**config.mk**
```make
export PLATFORM = sky130hd
export DESIGN_NAME = irq_mask_router
export DESIGN_NICKNAME = d
export VERILOG_FILES = /design/src/rtl/irq_route_pkg.sv /design/src/rtl/irq_reg_decode.sv /design/src/rtl/irq_req_vec.sv /design/src/rtl/irq_cpu_lane.sv /design/src/rtl/irq_mask_router.sv
export SDC_FILE = /design/constraint.sdc
export NUM_CORES = 1
export LEC_CHECK = 0
export ABC_CLOCK_PERIOD_IN_PS = 36100
export BUFFER_PORTS_ARGS = -buffer_cell sky130_fd_sc_hd__clkbuf_2
export CAP_MARGIN = 0
export CORE_MARGIN = 2
export CORE_UTILIZATION = 40
export DETAILED_ROUTE_END_ITERATION = 12
export GPL_TIMING_DRIVEN = 0
export MAX_ROUTING_LAYER = met4
export PLACE_DENSITY_LB_ADDON = 0.1
export SYNTH_ARGS = -nofsm -noshare
export SYNTH_HDL_FRONTEND = slang
export SYNTH_SLANG_ARGS = --single-unit
```
**constraint.sdc**
```tcl
create_clock -name clk -period 36.1 [get_ports clk]
set_input_delay 1.805 -clock clk [delete_from_list [all_inputs] [get_ports clk]]
set_output_delay 1.805 -clock clk [all_outputs]
set_load 0.01 [all_outputs]
```
**src/rtl/irq_route_pkg.sv**
```systemverilog
package irq_route_pkg;
  localparam logic [1:0] SZ_DWORD    = 2'd3;
  localparam int         CPU_FIELD_W = 6;

  typedef enum logic [1:0] {
    TGT_NONE = 2'd0,
    TGT_MASK = 2'd1,
    TGT_PEND = 2'd2,
    TGT_REQ  = 2'd3
  } tgt_e;

  typedef struct packed {
    tgt_e                   tgt;
    logic [CPU_FIELD_W-1:0] cpu;
    logic                   err;
  } acc_dec_t;
endpackage

```
**src/rtl/irq_reg_decode.sv**
```systemverilog
module irq_reg_decode
  import irq_route_pkg::*;
#(
  parameter int ADDR_W  = 16,
  parameter int NUM_CPU = 4
) (
  input  logic              acc_vld,
  input  logic              acc_wr,
  input  logic [ADDR_W-1:0] acc_addr,
  input  logic [1:0]        acc_size,
  output acc_dec_t          dec
);
  localparam int ALT_MASK_BIT = ADDR_W - 1;
  localparam int ALT_PEND_BIT = ADDR_W - 2;
  localparam int IDX_LO       = 6;
  localparam int IDX_W        = ALT_PEND_BIT - IDX_LO;
  localparam logic [IDX_W-1:0]     IDX_PEND = IDX_W'(NUM_CPU);
  localparam logic [IDX_W-1:0]     IDX_REQ  = IDX_W'(2 * NUM_CPU);
  localparam logic [CPU_FIELD_W:0] CPU_LIM  = (CPU_FIELD_W + 1)'(NUM_CPU);

  logic [IDX_W-1:0]       idx;
  logic [IDX_W-1:0]       pend_off;
  logic [CPU_FIELD_W-1:0] alt_cpu;
  logic                   alt_cpu_ok;
  logic                   aligned;

  assign idx        = acc_addr[ALT_PEND_BIT-1:IDX_LO];
  assign pend_off   = idx - IDX_PEND;
  assign alt_cpu    = acc_addr[IDX_LO+3:4];
  assign alt_cpu_ok = ({1'b0, alt_cpu} < CPU_LIM);
  assign aligned    = (acc_addr[3:0] == 4'd0);

  always_comb begin
    dec = '{tgt: TGT_NONE, cpu: '0, err: 1'b0};
    if (acc_vld) begin
      if ((acc_size != SZ_DWORD) || !aligned) begin
        dec.err = 1'b1;
      end else if (acc_addr[ALT_MASK_BIT]) begin
        if (alt_cpu_ok) begin
          dec.tgt = TGT_MASK;
          dec.cpu = alt_cpu;
        end else begin
          dec.err = 1'b1;
        end
      end else if (acc_addr[ALT_PEND_BIT]) begin
        if (alt_cpu_ok && !acc_wr) begin
          dec.tgt = TGT_PEND;
          dec.cpu = alt_cpu;
        end else begin
          dec.err = 1'b1;
        end
      end else if (idx < IDX_PEND) begin
        dec.tgt = TGT_MASK;
        dec.cpu = CPU_FIELD_W'(idx);
      end else if (idx < IDX_REQ) begin
        if (acc_wr) begin
          dec.err = 1'b1;
        end else begin
          dec.tgt = TGT_PEND;
          dec.cpu = CPU_FIELD_W'(pend_off);
        end
      end else if (idx == IDX_REQ) begin
        if (acc_wr) dec.err = 1'b1;
        else        dec.tgt = TGT_REQ;
      end else begin
        dec.err = 1'b1;
      end
    end
  end
endmodule

```
**src/rtl/irq_req_vec.sv**
```systemverilog
module irq_req_vec #(
  parameter int NUM_SRC = 64,
  localparam int SRC_W  = $clog2(NUM_SRC)
) (
  input  logic               clk,
  input  logic               rst_n,
  input  logic               raise_vld,
  input  logic [SRC_W-1:0]   raise_idx,
  input  logic               clr_vld,
  input  logic [SRC_W-1:0]   clr_idx,
  output logic [NUM_SRC-1:0] req_o,
  output logic [NUM_SRC-1:0] req_next_o,
  output logic [NUM_SRC-1:0] raise_oh_o
);
  logic [NUM_SRC-1:0] req_q;
  logic [NUM_SRC-1:0] clr_oh;
  logic               req_en;

  always_comb begin
    raise_oh_o = '0;
    clr_oh     = '0;
    if (raise_vld) raise_oh_o[raise_idx] = 1'b1;
    if (clr_vld)   clr_oh[clr_idx]       = 1'b1;
    clr_oh     = clr_oh & req_q;
    req_next_o = (req_q & ~clr_oh) | raise_oh_o;
    req_en     = raise_vld | clr_vld;
  end

  always_ff @(posedge clk or negedge rst_n) begin
    if (!rst_n)      req_q <= '0;
    else if (req_en) req_q <= req_next_o;
  end

  assign req_o = req_q;

  p_raise_sets_r2: assert property (@(posedge clk) disable iff (!rst_n)
    raise_vld |=> req_q[$past(raise_idx)]);

  p_clear_drops_r3: assert property (@(posedge clk) disable iff (!rst_n)
    (clr_vld && !(raise_vld && raise_idx == clr_idx)) |=> !req_q[$past(clr_idx)]);

  p_spurious_hold_r4: assert property (@(posedge clk) disable iff (!rst_n)
    (clr_vld && !raise_vld && !req_q[clr_idx]) |=> (req_q == $past(req_q)));
endmodule

```
**src/rtl/irq_cpu_lane.sv**
```systemverilog
module irq_cpu_lane #(
  parameter int NUM_SRC = 64
) (
  input  logic               clk,
  input  logic               rst_n,
  input  logic               wr_en,
  input  logic [NUM_SRC-1:0] wr_data,
  input  logic [NUM_SRC-1:0] req_i,
  input  logic [NUM_SRC-1:0] req_next_i,
  input  logic [NUM_SRC-1:0] raise_oh_i,
  output logic [NUM_SRC-1:0] mask_o,
  output logic [NUM_SRC-1:0] pend_o,
  output logic               irq_o,
  output logic [NUM_SRC-1:0] post_o,
  output logic [NUM_SRC-1:0] clr_o
);
  logic [NUM_SRC-1:0] mask_q, mask_d;
  logic [NUM_SRC-1:0] pend_d;
  logic [NUM_SRC-1:0] post_q, post_d;
  logic [NUM_SRC-1:0] clr_q, clr_d;

  always_comb begin
    mask_d = wr_en ? wr_data : mask_q;
    pend_o = mask_q & req_i;
    pend_d = mask_d & req_next_i;
    post_d = pend_d & (raise_oh_i | (mask_d & ~mask_q));
    clr_d  = pend_o & ~pend_d;
  end

  always_ff @(posedge clk or negedge rst_n) begin
    if (!rst_n) begin
      mask_q <= '0;
    end else if (wr_en) begin
      mask_q <= mask_d;
    end
  end

  always_ff @(posedge clk or negedge rst_n) begin
    if (!rst_n) begin
      post_q <= '0;
      clr_q  <= '0;
    end else begin
      post_q <= post_d;
      clr_q  <= clr_d;
    end
  end

  assign mask_o = mask_q;
  assign irq_o  = |pend_o;
  assign post_o = post_q;
  assign clr_o  = clr_q;

  p_irq_rise_posted_r7: assert property (@(posedge clk) disable iff (!rst_n)
    $rose(irq_o) |-> (|post_q));

  p_irq_fall_cleared_r7: assert property (@(posedge clk) disable iff (!rst_n)
    $fell(irq_o) |-> (|clr_q));

  p_same_mask_quiet_r6: assert property (@(posedge clk) disable iff (!rst_n)
    (wr_en && !(|raise_oh_i) && (req_next_i == req_i) && (wr_data == mask_q))
    |=> (!(|post_q) && !(|clr_q)));
endmodule

```
**src/rtl/irq_mask_router.sv**
```systemverilog
module irq_mask_router
  import irq_route_pkg::*;
#(
  parameter int  NUM_CPU = 4,
  parameter int  NUM_SRC = 64,
  parameter int  ADDR_W  = 16,
  localparam int SRC_W   = $clog2(NUM_SRC),
  localparam int EVT_W   = NUM_CPU * NUM_SRC
) (
  input  logic               clk,
  input  logic               rst_n,
  input  logic               src_raise_vld,
  input  logic [SRC_W-1:0]   src_raise_idx,
  input  logic               src_clr_vld,
  input  logic [SRC_W-1:0]   src_clr_idx,
  input  logic               reg_vld,
  input  logic               reg_wr,
  input  logic [ADDR_W-1:0]  reg_addr,
  input  logic [1:0]         reg_size,
  input  logic [NUM_SRC-1:0] reg_wdata,
  output logic [NUM_SRC-1:0] reg_rdata,
  output logic               reg_err,
  output logic [NUM_CPU-1:0] cpu_irq,
  output logic [EVT_W-1:0]   evt_post,
  output logic [EVT_W-1:0]   evt_clr
);
  localparam int CIDX_W = (NUM_CPU > 1) ? $clog2(NUM_CPU) : 1;

  logic [1:0]         rst_pipe;
  logic               rst_n_s;
  acc_dec_t           dec;
  logic [CIDX_W-1:0]  cidx;
  logic [NUM_SRC-1:0] req_q, req_next, raise_oh;
  logic [EVT_W-1:0]   mask_flat, pend_flat;
  logic [NUM_SRC-1:0] rd_d, rdata_q;
  logic               err_q;

  always_ff @(posedge clk or negedge rst_n) begin
    if (!rst_n) rst_pipe <= 2'b00;
    else        rst_pipe <= {rst_pipe[0], 1'b1};
  end
  assign rst_n_s = rst_pipe[1];

  irq_reg_decode #(.ADDR_W(ADDR_W), .NUM_CPU(NUM_CPU)) u_dec (
    .acc_vld  (reg_vld),
    .acc_wr   (reg_wr),
    .acc_addr (reg_addr),
    .acc_size (reg_size),
    .dec      (dec)
  );

  irq_req_vec #(.NUM_SRC(NUM_SRC)) u_req (
    .clk        (clk),
    .rst_n      (rst_n_s),
    .raise_vld  (src_raise_vld),
    .raise_idx  (src_raise_idx),
    .clr_vld    (src_clr_vld),
    .clr_idx    (src_clr_idx),
    .req_o      (req_q),
    .req_next_o (req_next),
    .raise_oh_o (raise_oh)
  );

  for (genvar g = 0; g < NUM_CPU; g++) begin : g_lane
    logic lane_we;
    assign lane_we = reg_vld & reg_wr & ~dec.err & (dec.tgt == TGT_MASK) &
                     (dec.cpu == CPU_FIELD_W'(g));

    irq_cpu_lane #(.NUM_SRC(NUM_SRC)) u_lane (
      .clk        (clk),
      .rst_n      (rst_n_s),
      .wr_en      (lane_we),
      .wr_data    (reg_wdata),
      .req_i      (req_q),
      .req_next_i (req_next),
      .raise_oh_i (raise_oh),
      .mask_o     (mask_flat[g*NUM_SRC +: NUM_SRC]),
      .pend_o     (pend_flat[g*NUM_SRC +: NUM_SRC]),
      .irq_o      (cpu_irq[g]),
      .post_o     (evt_post[g*NUM_SRC +: NUM_SRC]),
      .clr_o      (evt_clr[g*NUM_SRC +: NUM_SRC])
    );
  end

  assign cidx = dec.cpu[CIDX_W-1:0];

  always_comb begin
    rd_d = '0;
    if (!reg_wr) begin
      case (dec.tgt)
        TGT_MASK: rd_d = mask_flat[cidx*NUM_SRC +: NUM_SRC];
        TGT_PEND: rd_d = pend_flat[cidx*NUM_SRC +: NUM_SRC];
        TGT_REQ:  rd_d = req_q;
        default:  rd_d = '0;
      endcase
    end
  end

  always_ff @(posedge clk or negedge rst_n_s) begin
    if (!rst_n_s) begin
      rdata_q <= '0;
      err_q   <= 1'b0;
    end else begin
      rdata_q <= rd_d;
      err_q   <= dec.err;
    end
  end

  assign reg_rdata = rdata_q;
  assign reg_err   = err_q;

  p_err_keeps_masks_r10: assert property (@(posedge clk) disable iff (!rst_n_s)
    reg_err |-> $stable(mask_flat));

  p_err_zero_data_r10: assert property (@(posedge clk) disable iff (!rst_n_s)
    reg_err |-> (reg_rdata == '0));
endmodule

```
# Word level (Yosys, flattened, before mapping)
# Index checks and enable logic that the tools add are counted.
[word_totals]
ff_bits = 899
n_memories = 0
latch_bits = 0
rom_bits = 0
ramBits = 0
[classes]
addsub = 1
n_shift = 2
eq_ne = 8
n_mul = 0
n_lt_le_gt_ge = 7
n_reduce_logical = 12
bitwise = 45
muxes = 31
n_div = 0
[op_table]
columns = ["cell", "n"]
rows = [
  ["64-bit bitwise AND", 22],
  ["64-bit NOT", 9],
  ["256-bit by 9-bit variable part select with 64-bit output", 2],
  ["64-bit two-way mux", 7],
  ["64-bit OR", 5],
  ["64-bit OR reduction", 4],
  ["64-bit case mux with 3 select lines", 1],
  ["8-bit two-way mux", 4],
  ["9-bit two-way mux", 3],
  ["6-bit by 7-bit < comparator with 1-bit output, second input constant", 2],
  ["1-bit demux with 6-bit select", 2],
  ["6-bit by 2-bit == test with 1-bit output, second input constant", 2],
  ["6-bit by 1-bit >= comparator with 1-bit output, second input constant", 2],
  ["1-bit two-way mux", 9],
  ["8-bit by 4-bit == test with 1-bit output, second input constant", 1],
  ["8-bit by 3-bit < comparator with 1-bit output, second input constant", 1],
  ["8-bit by 4-bit < comparator with 1-bit output, second input constant", 1],
  ["1-bit bitwise AND", 7],
  ["7-bit two-way mux", 1],
  ["6-bit by 1-bit == test with 1-bit output, second input constant", 1],
  ["6-bit logical NOT", 1],
  ["6-bit by 3-bit < comparator with 1-bit output, second input constant", 1],
  ["2-bit two-way mux", 3],
  ["6-bit two-way mux", 1],
  ["other kinds (10)", 14],
]

# Depth between registers and ports, before layout
[depth]
word_depth = 16
ltp_mapped = 15
mapped_depth_nobuf = 13

# By module
# Synthesis repeated with hierarchy kept, for this count alone.
[hier_totals]
cells_unflattened = 3615
hier_area_um2 = 39380.3
[by_module_without_submodules]
columns = ["module", "seq_area_each_um2", "cells_each", "area_each_um2", "n_inst"]
rows = [
  ["irq_cpu_lane", 4804.6, 639, 7317.0, 4],
  ["irq_mask_router", 1676.6, 608, 6448.7, 1],
  ["irq_req_vec", 1601.5, 398, 3286.9, 1],
  ["irq_reg_decode", 0.0, 53, 376.6, 1],
]

# Worst setup path before layout
# No wires, ideal clock.
[synth_timing]
path_kind = "input -> register"
from = "input reg_addr[1]"
to = "register g_lane[2].u_lane.mask_q[57]"
setup_ps = 127
path_stages = 11
path_buffers = 2
t_arrival_ps = 4741
path_slack_ps = 31232
cell_sequence = "or4bb_1 or4b_2 nor2_1 ha_1 nand3_1 nor2_1 o21ai_0 or4b_1 buf_2 buf_6 mux2_1"
[synth_via]
elab_chain_cells = 10
[synth_lines]
columns = ["element", "line", "text"]
rows = [
  ["start, declared", "irq_mask_router.sv:18", "input logic [ADDR_W-1:0] reg_addr,"],
  ["4-bit logical NOT *", "irq_reg_decode.sv:31", "assign aligned = (acc_addr[3:0] == 4'd0);"],
  ["1-bit logical NOT *", "irq_reg_decode.sv:36", "if ((acc_size != SZ_DWORD) || !aligned) begin"],
  ["1-bit logical OR *", "irq_reg_decode.sv:36", ""],
  ["1-bit two-way mux", "irq_reg_decode.sv:36", ""],
  ["9-bit two-way mux *", "irq_reg_decode.sv:35", "if (acc_vld) begin"],
  ["1-bit NOT", "irq_mask_router.sv:66", "assign lane_we = reg_vld & reg_wr & ~dec.err & (dec.tgt == TGT_MASK) &"],
  ["1-bit bitwise AND (2 in a row)", "irq_mask_router.sv:66", ""],
  ["1-bit bitwise AND *", "irq_mask_router.sv:66", ""],
  ["64-bit two-way mux", "irq_cpu_lane.sv:23", "mask_d = wr_en ? wr_data : mask_q;"],
  ["end signal, assigned", "irq_cpu_lane.sv:34", "mask_q <= mask_d;"],
  ["end, declared", "irq_cpu_lane.sv:17", "logic [NUM_SRC-1:0] mask_q, mask_d;"],
]
# Mark *: on every way between the ends. The rest lies on a longest branch, timed or not.
# A chain may end at the register's enable or synchronous reset.

# Final worst setup path
[layout_timing]
from = "input reg_addr[1]"
to = "register g_lane[3].u_lane.post_q[60]"
[layout_via]
elab_chain_cells = 13
[layout_lines]
columns = ["element", "line", "text"]
rows = [
  ["4-bit logical NOT *", "irq_reg_decode.sv:31", ""],
  ["1-bit logical NOT *", "irq_reg_decode.sv:36", ""],
  ["1-bit logical OR *", "irq_reg_decode.sv:36", ""],
  ["1-bit two-way mux", "irq_reg_decode.sv:36", ""],
  ["9-bit two-way mux *", "irq_reg_decode.sv:35", ""],
  ["1-bit NOT", "irq_mask_router.sv:66", ""],
  ["1-bit bitwise AND (2 in a row)", "irq_mask_router.sv:66", ""],
  ["1-bit bitwise AND *", "irq_mask_router.sv:66", ""],
  ["64-bit two-way mux *", "irq_cpu_lane.sv:23", ""],
  ["64-bit bitwise AND", "irq_cpu_lane.sv:26", "post_d = pend_d & (raise_oh_i | (mask_d & ~mask_q));"],
  ["64-bit OR", "irq_cpu_lane.sv:26", ""],
  ["64-bit bitwise AND *", "irq_cpu_lane.sv:26", ""],
  ["named net g_lane[3].u_lane.post_d[60]", "irq_cpu_lane.sv:19", "logic [NUM_SRC-1:0] post_q, post_d;"],
  ["end signal, assigned", "irq_cpu_lane.sv:43", "post_q <= post_d;"],
  ["end, declared", "irq_cpu_lane.sv:19", ""],
]
# Mark *: on every way through the listed nets, which the timed path passes. The rest lies on a longest branch.

==> results by group <==
Layout
  • Non-filler instance count after layout: 6046
  • Layout area overhead: 22.4%
  • Total Nets Final: 4777
  • Post-layout util: roughly half
  • Design area: about 48000 µm²
  • Storage cell area: 22500 µm²
  • Multi-input logic area: 15500 µm²
  • Layout cells sized above 1: between 10% and 20%
  • Filler cells: 9246

Placement
  • Placer congestion estimate: 0.969
  • DP Worst Slack: between 20 and 30 ns
  • Dpl cells: 5847
  • Port Buffers: 610
  • Post-DP HPWL: 135000 µm
  • Placed cell area: around 44000 µm²

CTS
  • Number of clock sinks: 899
  • Clock root buffer: clkbuf_16
  • Clock latency on the worst-skew pair: roughly 0.7 ns
  • Hold buffers post-CTS: 0
  • Clock slew at reported path FFs: 0.06 ns
  • Clock Path Buffers: 3
  • H-tree depth: 3
  • Cts repair resizes: 0
  • CTS tree: yes
  • Num CTS Buffers: 98
  • Post-CTS Setup Bufs: 0

Critical path
  • CP max FO: 10
  • Critical Path Start: reg_addr[1]
  • Arrival time worst endpoint: 6.62 ns
  • Crit end category: register
  • RR Endpoint: g_lane[1].u_lane.clr_o[41]
  • Setup CP Type: in -> reg
  • R2R cell count: 4
  • Setup crit end: g_lane[3].u_lane.post_o[60]
  • Reg2reg setup slack: 34.27 ns
  • Reg-to-reg startpoint: rst_pipe[1]
  • Required @ worst endpoint: 36.67 ns
  • Crit path launch type: input pin

GRT
  • Vias in the first global route: 33800
  • Gr ovfl total: 0
  • Largest net degree at the start of global routing: 71
  • Initial antenna violation count: 21
  • Gr usage total: between 30% and 40%
  • First-pass GRT wire length: roughly 250000 µm

Power and ir drop
  • Comb pwr share: 6.7%
  • Peak supply drop: approximately 0.000033 V
  • Pwr Density: 48.0 nW/µm²
  • Part of the power in registers: 45.7%
  • Clock Power Share: 47.6%
  • Net Sw Frac: around a quarter
  • Leakage: 25.7 nW
  • Net Sw Power: 571 µW
  • P_int: 1.73 mW

Synth
  • Syn_nets: 4043
  • Post-Synth Simple-Gate Area: 19.9%
  • Post-synthesis xor/xnor area fraction: 0%
  • Post-Syn Area per Cell: roughly 10 µm²
  • Post-synth EDFFs: 0
  • Post-synthesis async set-or-reset flop share: 100%
  • Mux cell area share after synthesis: 6.68%
  • Synthesized area: 39300 µm²
  • Post-synthesis compound-gate area fraction: approximately 13%
  • Synth Flop Type: dfrtp_1
  • Post-Syn Instances: 3937
  • Sequential-to-total area share from yosys stat: 57.3%
  • Adder-Cell Fraction of Synth Area: 0.191%
  • Largest family of logic cells by synthesized area: simple AND/OR/NAND/NOR gates
  • Yosys warnings: 0
  • Synth cell types: 63
  • Seq cells post-synth: 899

Routing
  • Initial drt markers: 4581
  • DRC violations left: 0
  • Wire per inst: 30.5 µm
  • Via-per-instance ratio: just under 6
  • DR pass1 iterations: 6
  • ANT nets after route: 0
  • Via count: approximately 36000
  • Final wirelength: 184000 µm

Floorplanning
  • Die H: 317 µm
  • IO Count: between 600 and 700
  • Initial Util: 40.5%
  • Die Width: 317 µm
  • Num rows: 114
  • Die area: roughly 100000 µm²
  • Core box area: 97000 µm²

Run
  • Max_cap viols: 4

Timing
  • Total negative setup slack: 0 ns
  • Min Tclk post-route: 6.05 ns
  • Final setup vio count: 0
  • Clk_skew: 0.0213 ns
  • Highest Clock Rate: 0.165 GHz
  • RSZ-0062 raised after global routing: false
  • Pins Over Slew Limit: 18
  • Worst-Margin Slew: 1.53 ns
  • Hold Vio Cnt, Final: 0
  • Post-route setup slack: 30.05 ns
  • Final cycle utilization of the critical path: between 10% and 20%
  • Slew margin rel.: -1.72%

Status
  • Outcome: complete, but fails checks
  • Violations in the final reports: max-capacitance violations, max-slew violations

Min path
  • Hold Crit Class: reg -> async
[flip-flops by register name, indices dropped and copies added (netlist names)]
name,flops
g_lane.u_lane.post_o,256
g_lane.u_lane.mask_o,256
rst_pipe,2
reg_err,1
g_lane.u_lane.clr_o,256
u_req.req_o,64
reg_rdata,64
[per-layer routing]
layer	vias up	routed length, µm	global-route usage [%]
li1	15100	-	-
met1	18100	73800	48.0
met2	2069	84600	55.5
met3	372	17500	8.21
met4	0	8340	15.8
met5	-	0	-
[synthesized netlist by cell type, types with 8 or more instances]
library cell  count  area share (%)
mux2i_1         190             4.8
nor4_1           11            0.18
nor2_1          178             1.7
a221oi_1          8            0.18
nand3_1          19            0.24
buf_1            11            0.11
and3_1          157             2.5
o21ai_1          53            0.68
nor3_1          133             1.7
dfrtp_1         899              57
o21ai_0          97             1.2
nand2_1        1063              10
nand3b_1         11            0.21
a21oi_1         190             2.4
and2_1           67             1.1
mux2_1           64             1.8
clkbuf_2         13            0.17
o22a_1           64             1.4
a22oi_1          96             1.8
nand4_1          40            0.64
buf_4            51            0.98
o21a_1          167             3.2
buf_2            45            0.57
clkbuf_1        125             1.2
nand4b_1          9            0.20
nor3b_1           9            0.17
o31ai_1           8            0.15
o22ai_1          64             1.0
[layout by cell type, fill, tap and decap left out, drive strengths merged, types with 5 or more instances in the layout]
master / Yosys / layout
a21oi: 191 / 191
nor2: 178 / 178
nand3b: 11 / 11
and3: 157 / 157
nor3b: 9 / 9
nor2b: 5 / 5
clkbuf: 138 / 887
dfrtp: 899 / 899
a221oi: 8 / 8
nor3: 133 / 133
o22a: 64 / 64
ha: 6 / 6
nand2: 1063 / 1063
a22oi: 96 / 96
mux2i: 190 / 190
o21ai: 150 / 150
clkinv: 0 / 18
buf: 114 / 138
o21a: 167 / 167
nand3: 19 / 19
o31ai: 8 / 8
or3: 5 / 5
nand4b: 9 / 9
clkinvlp: 0 / 5
nor4: 12 / 12
and2: 67 / 67
nand4: 40 / 40
inv: 7 / 10
a22o: 6 / 6
and4: 7 / 7
diode: 0 / 20
bufinv: 0 / 14
mux2: 64 / 64
o22ai: 64 / 64
[cells by family (layout without fill, tap and decap cells)]
family | count (synthesis) | after routing
adder cells (fa/ha/maj) | 6 | 6
multiplexers | 254 | 254
AND/OR/NAND/NOR | 1747 | 1747
buffers and inverters | 259 | 1072
flip-flops | 899 | 899
AO/OA/AOI/OAI | 771 | 771
other | 1 | 21
[worst min-delay path by stage]
| stage | end | cells after the start | from |
|---|---|---|---|
| after floorplan | rst_pipe[1] | 0 | rst_pipe[0] |
| after global placement | rst_pipe[1] | 0 | rst_pipe[0] |
| after detailed placement | g_lane[3].u_lane.clr_o[58] | 0 | rst_pipe[1] |
| after CTS | g_lane[3].u_lane.clr_o[58] | 0 | rst_pipe[1] |
| after global routing | g_lane[2].u_lane.clr_o[57] | 0 | rst_pipe[1] |
| final | g_lane[3].u_lane.clr_o[58] | 0 | rst_pipe[1] |
[worst max-delay path, stage by stage]
cell and delay (ns):
clkbuf_2 0.08, or4bb_1 0.58, nor4b_1 0.64, nand3b_1 0.24, ha_1 0.27, and3_1 0.21, o41ai_1 0.19, or3_1 0.31
clkbuf_1 0.94, clkbuf_1 0.84, nand2_1 0.18, a22oi_1 0.32
[final cells by class]
class | instances | area share (%)
Sequential cell | 899 | 46.8
Tap cell | 1276 | 3.32
Timing Repair Buffer | 634 | 7.41
Clock inverter | 40 | 1.27
Multi-Input combinational cell | 2779 | 32.4
Inverter | 7 | 0.0547
Buffer | 252 | 2.63
Antenna cell | 20 | 0.104
Clock buffer | 139 | 6.03
[per-stage QoR]
stage	power, mW	hold slack [ns]
after floorplan	1.17	0.331
after global placement	1.22	0.335
after detailed placement	1.22	0.181
after CTS	2.31	0.187
after global routing	2.37	0.198
final	2.31	0.181
[power by group through the flow]
stage | sequential (mW) | combinational [mW] | clock (mW)
finish | 1.05 | 0.154 | 1.10
global route | 1.06 | 0.170 | 1.15
CTS | 1.05 | 0.152 | 1.11
detailed placement | 1.07 | 0.151 | 0
global placement | 1.09 | 0.123 | 0
floorplan | 1.07 | 0.0912 | 0
Power figures use the tool's default switching activity.
